File: src/rtl/csel_adder.sv
module csel_adder #(
  parameter int WIDTH = 8,
  parameter int NBLK  = 3,
  parameter logic [NBLK*8-1:0] BLK_W = {8'd4, 8'd2, 8'd2}
) (
  input  logic [WIDTH-1:0] a,
  input  logic [WIDTH-1:0] b,
  input  logic             cin,
  output logic [WIDTH-1:0] sum,
  output logic             cout
);

  function automatic int blk_w(int i);
    return int'(BLK_W[i*8 +: 8]);
  endfunction

  function automatic int blk_lo(int i);
    int lo = 0;
    for (int k = 0; k < i; k++) lo += blk_w(k);
    return lo;
  endfunction

  logic [NBLK:0] c;
  assign c[0] = cin;
  assign cout = c[NBLK];

  for (genvar i = 0; i < NBLK; i++) begin : g_blk
    localparam int W  = blk_w(i);
    localparam int LO = blk_lo(i);
    if (i == 0) begin : g_ripple
      assign {c[1], sum[LO +: W]} = {1'b0, a[LO +: W]} + {1'b0, b[LO +: W]} + (W+1)'(c[0]);
    end else begin : g_select
      logic [W:0] r0, r1;
      assign r0 = {1'b0, a[LO +: W]} + {1'b0, b[LO +: W]};
      assign r1 = {1'b0, a[LO +: W]} + {1'b0, b[LO +: W]} + (W+1)'(1);
      assign sum[LO +: W] = c[i] ? r1[W-1:0] : r0[W-1:0];
      assign c[i+1]       = c[i] ? r1[W]     : r0[W];

      always_comb begin
        assert_pair_step_R2: assert (r1 == r0 + (W+1)'(1));
        assert_carry_order_R3: assert (!r0[W] || r1[W]);
        if (&(a[LO +: W] ^ b[LO +: W]))
          assert_prop_pass_R3: assert (c[i+1] == c[i]);
      end
    end
  end

  always_comb begin
    assert_total_R1: assert ({cout, sum} == {1'b0, a} + {1'b0, b} + (WIDTH+1)'(cin));
  end

endmodule

File: config.mk
export PLATFORM = sky130hd
export DESIGN_NAME = csel_adder
export DESIGN_NICKNAME = d
export VERILOG_FILES = /design/src/rtl/csel_adder.sv
export SDC_FILE = /design/constraint.sdc
export NUM_CORES = 1
export LEC_CHECK = 0
export ABC_AREA = 0
export BUFFER_PORTS_ARGS = -buffer_cell sky130_fd_sc_hd__buf_2
export CAP_MARGIN = 20
export CORE_AREA = 2 2 39 41
export DETAILED_ROUTE_END_ITERATION = 10
export DIE_AREA = 0 0 41 43
export GPL_ROUTABILITY_DRIVEN = 0
export PLACE_DENSITY_LB_ADDON = 0.3
export SYNTH_ARGS = -nofsm -noshare
export SYNTH_HDL_FRONTEND = slang
export SYNTH_SLANG_ARGS = --single-unit
File: constraint.sdc
create_clock -name vclk -period 2.2
set_clock_uncertainty 0.2 [all_clocks]
set_input_delay 0.22 -clock vclk [all_inputs]
set_output_delay 0.22 -clock vclk [all_outputs]
set_load 0.005 [all_outputs]
=== Word-level counts from Yosys, hierarchy flattened ===
Cells that the tools add are included.

* Flip-flop bits (word level): 0
* Input port bits: 17
* Output and inout bits: 9
* Word-level logic and storage cells: 10

* $add $sub $neg: 6
* Mux-type cells: 4

{| class="wikitable"
|+ Operators with widths
! kind !! count
|-
| $add A2 B2 Y3 || 2
|-
| $add A4 B4 Y5 || 1
|-
| $add A5 B1 Y5 const B || 1
|-
| $mux W4 || 1
|-
| $add A3 B1 Y3 || 1
|-
| $add A3 B1 Y3 const B || 1
|-
| $mux W1 || 2
|-
| $mux W2 || 1
|}

=== Longest topological paths before layout ===
* Word-level depth: 4
* Mapped depth: 9
* Mapped depth without buffers: 9

=== Worst setup path after synthesis ===
Ideal clock, no wire load.

* Path type: input-to-output
* From: input port a[2]
* To: output port sum[5]
* Arrival time: 1.755 ns
* Data required time: 1.780 ns
* Path slack: 0.025 ns
* Stages: 8
* Buffers on the path: 0
* Cells stage by stage: ha_1 > inv_1 > fa_1 > inv_1 > ha_1 > a21bo_2 > and2_1 > mux2_2

* Longest elaborated chain between the ends: 4

{| class="wikitable"
|+ RTL lines
! element !! line !! source
|-
| start, declared || 6 || <nowiki>input logic [WIDTH-1:0] a,</nowiki>
|-
| $add A2 B2 Y3 * || 34, 35 ||
|-
| $add A3 B1 Y3 || 35 || <nowiki>assign r1 = {1'b0, a[LO +: W]} + {1'b0, b[LO +: W]} + (W+1)'(1);</nowiki>
|-
| $mux W1 * || 37 || <nowiki>assign c[i+1] = c[i] ? r1[W] : r0[W];</nowiki>
|-
| $mux W4 * || 36 || <nowiki>assign sum[LO +: W] = c[i] ? r1[W-1:0] : r0[W-1:0];</nowiki>
|-
| end, declared || 9 || <nowiki>output logic [WIDTH-1:0] sum,</nowiki>
|}

Mark *: on every way between the ends. The rest lies on a longest branch, timed or not.

=== Final worst setup path ===
* From: input port b[2]
* To: output port sum[5]

* Longest elaborated chain between the ends: 4

{| class="wikitable"
|+ RTL lines
! element !! line !! source
|-
| start, declared || 7 || <nowiki>input logic [WIDTH-1:0] b,</nowiki>
|-
| $add A2 B2 Y3 * || 34, 35 ||
|-
| $add A3 B1 Y3 || 35 ||
|-
| $mux W1 * || 37 ||
|-
| $mux W4 * || 36 ||
|}

Marks and branches as above.

==> impl_metrics.json <==
{
  "outcome": "finished, violations left",
  "violations": "setup timing",
  "nets": 104,
  "dp.final_hpwl_microns": 650.1,
  "dr.pass1.iters": 1,
  "setup_slack_ns": -0.1263,
  "dieArea_sq_mm": 0.001763,
  "crit_path_cell_trace": "buf_8 > ha_4 > inv_2 > fa_1 > inv_1 > ha_2 > a21bo_2 > and2_4 > mux2_4 > buf_6",
  "wl_microns": 732,
  "layout.area.seq_sq_um": 0,
  "drive_gt1_share_pct": 50.00,
  "relSlewSlack_pct": 86.40,
  "critPathMaxStageDelay_ns": 0.49,
  "crit_type": "input pin to output port",
  "p_leak_uw": 0.0003240,
  "multiInputGateArea_sq_um": 356.6,
  "grt-ovfl-total": 0,
  "grt_start_max_net_pins": 5,
  "stdcell_area_sq_um": 593.1,
  "synth_top_area_share_pct": 23.49,
  "grt_pass1_vias": 353,
  "die_h_microns": 43,
  "finalCritPeriodShare_pct": 105.7,
  "ant_nets": 0,
  "synthToLayoutAreaGrowth_pct": 59.06,
  "setup-violations-final": 4,
  "fmax_mhz": 429.9,
  "port_buffers": 26,
  "dpl_worst_slack_ns": -0.2391,
  "period_needed_ns": 2.326,
  "p_per_area_mw_per_mm2": 311.9,
  "tns_ns": -0.2775,
  "synth_common_cells": "10 x inv_1, 7 x ha_1, 4 x fa_1",
  "ys_seq_area_share_pct": 0,
  "drc": 0,
  "route.vias.total": 389,
  "n_sequential_cell": 0,
  "syn_area_sq_um": 372.9,
  "synth_fp_nets": 73,
  "required_ns": 1.78,
  "ys_warn_count": 0,
  "cpMaxStageDelayCell": "fa_1",
  "vias_per_cell": 4.322,
  "synth.area.top_cells": "ha_1 23%, fa_1 21%, inv_1 10%, xnor2_1 7.0%, xor2_1 4.7%",
  "maxCapViolations": 0,
  "start_kind": "input pin",
  "clock_buffers": 0,
  "dpl_cell_area_sq_um": 538.0,
  "worstMarginPinSlew_ns": 0.2040,
  "core_area_sq_mm": 0.001384,
  "first_iter_violations": 0,
  "min_path_type": "input pin to output port",
  "diodes": 0,
  "syn_inst": 45,
  "antenna_found_initial": 0,
  "wl_per_cell_microns": 8.133,
  "cp.arrival_ns": 1.91,
  "grt_first_pass_wirelength_mm": 1.117,
  "initial_core_util_pct": 26.94,
  "rsz0062_at_grt": "yes",
  "syn_area_per_cell_sq_um": 8.286,
  "synth_most_common_cell": "inv_1",
  "worstPathMaxFanout": 4,
  "rows": 14,
  "io_pins": 26,
  "synthDistinctLibCells": 18,
  "ir_worst_vdd_mv": 0.1753,
  "crit_path_end_kind": "output port",
  "grt_util_all_layers_pct": 8.241,
  "p_total_uw": 185.0,
  "yosysTopAreaCell": "ha_1",
  "nFillCells": 147,
  "hold_viol_final": 0,
  "drv_slew": 0,
  "die_w_microns": 41
}
final cells by class:
class | instances | share of cell area (%)
inverters | 10 | 6.329
multi-input cells | 35 | 60.13
well taps | 16 | 3.376
repair buffers | 29 | 30.17
placed cells by master (no fill, tap or decap), types with 2 or more instances in the layout:
cell | netlist | routed
a21oi_1 | 3 | 3
buf_2 | 0 | 23
buf_4 | 0 | 2
buf_6 | 0 | 3
fa_1 | 4 | 4
ha_1 | 7 | 5
inv_1 | 10 | 9
nand2_1 | 2 | 2
nand4_1 | 2 | 2
nor2_1 | 3 | 3
xnor2_1 | 3 | 3
xor2_1 | 2 | 2
final timing paths:
| kind | from | endpoint | slack [ns] | depth (start not counted) |
|---|---|---|---|---|
| worst min-delay path | b[1] | sum[1] | 0.57 | 3 |
| worst max-delay path | b[2] | sum[5] | -0.13 | 10 |
report_power, final:
| group | switching (uW) | total, uW | internal [uW] |
|---|---|---|---|
| registers | 0 | 0 | 0 |
| clock network | 0 | 0 | 0 |
| logic | 78.5 | 185 | 106 |
| total | 78.5 | 185 | 106 |
critical path, delay by kind of cell:
| kind | cells | cell delay, ns |
|---|---|---|
| mux | 1 | 0.30 |
| compound gates | 1 | 0.19 |
| simple gates | 1 | 0.15 |
| fa+ha+maj | 3 | 0.78 |
| buf+inv | 4 | 0.26 |
routing by layer:
layer | up-vias | share of wire [%] | GRT usage (%)
met5 | - | 0 | 0
met4 | 0 | 0 | 0
met3 | 0 | 12 | 0
met2 | 22 | 45 | 15.63
met1 | 162 | 43 | 10.32
li1 | 205 | - | -
repair_timing:
item / CTS / global route
resized for setup: 9 / 2
hold buffers: 0 / 0
endpoints found under the setup margin: 5 / 5
pin swaps: 7 / 1
setup buffers: 1 / 0
logic make-up after synthesis:
group	count (synthesis)	synth area share [%]
buffers and inverters	10	10.07
xor gates and xnor gates	6	16.11
AOI/OAI and AO/OA	5	8.051
and+or+nand+nor	12	17.79
adders and majority gates	11	44.97
muxes	1	3.020
per-stage QoR:
stage | hold slack (ns) | instances | util, %
4_1_cts | 0.5760 | 90 | 42.31
6_report | 0.5704 | 90 | 42.86
2_1_floorplan | 0.3919 | 45 | -
3_5_place_dp | 0.5755 | 89 | 38.88
5_1_grt | 0.6095 | 90 | 42.86
3_3_place_gp | 0.5726 | 89 | 38.88
(Power assumes the default switching activity.)
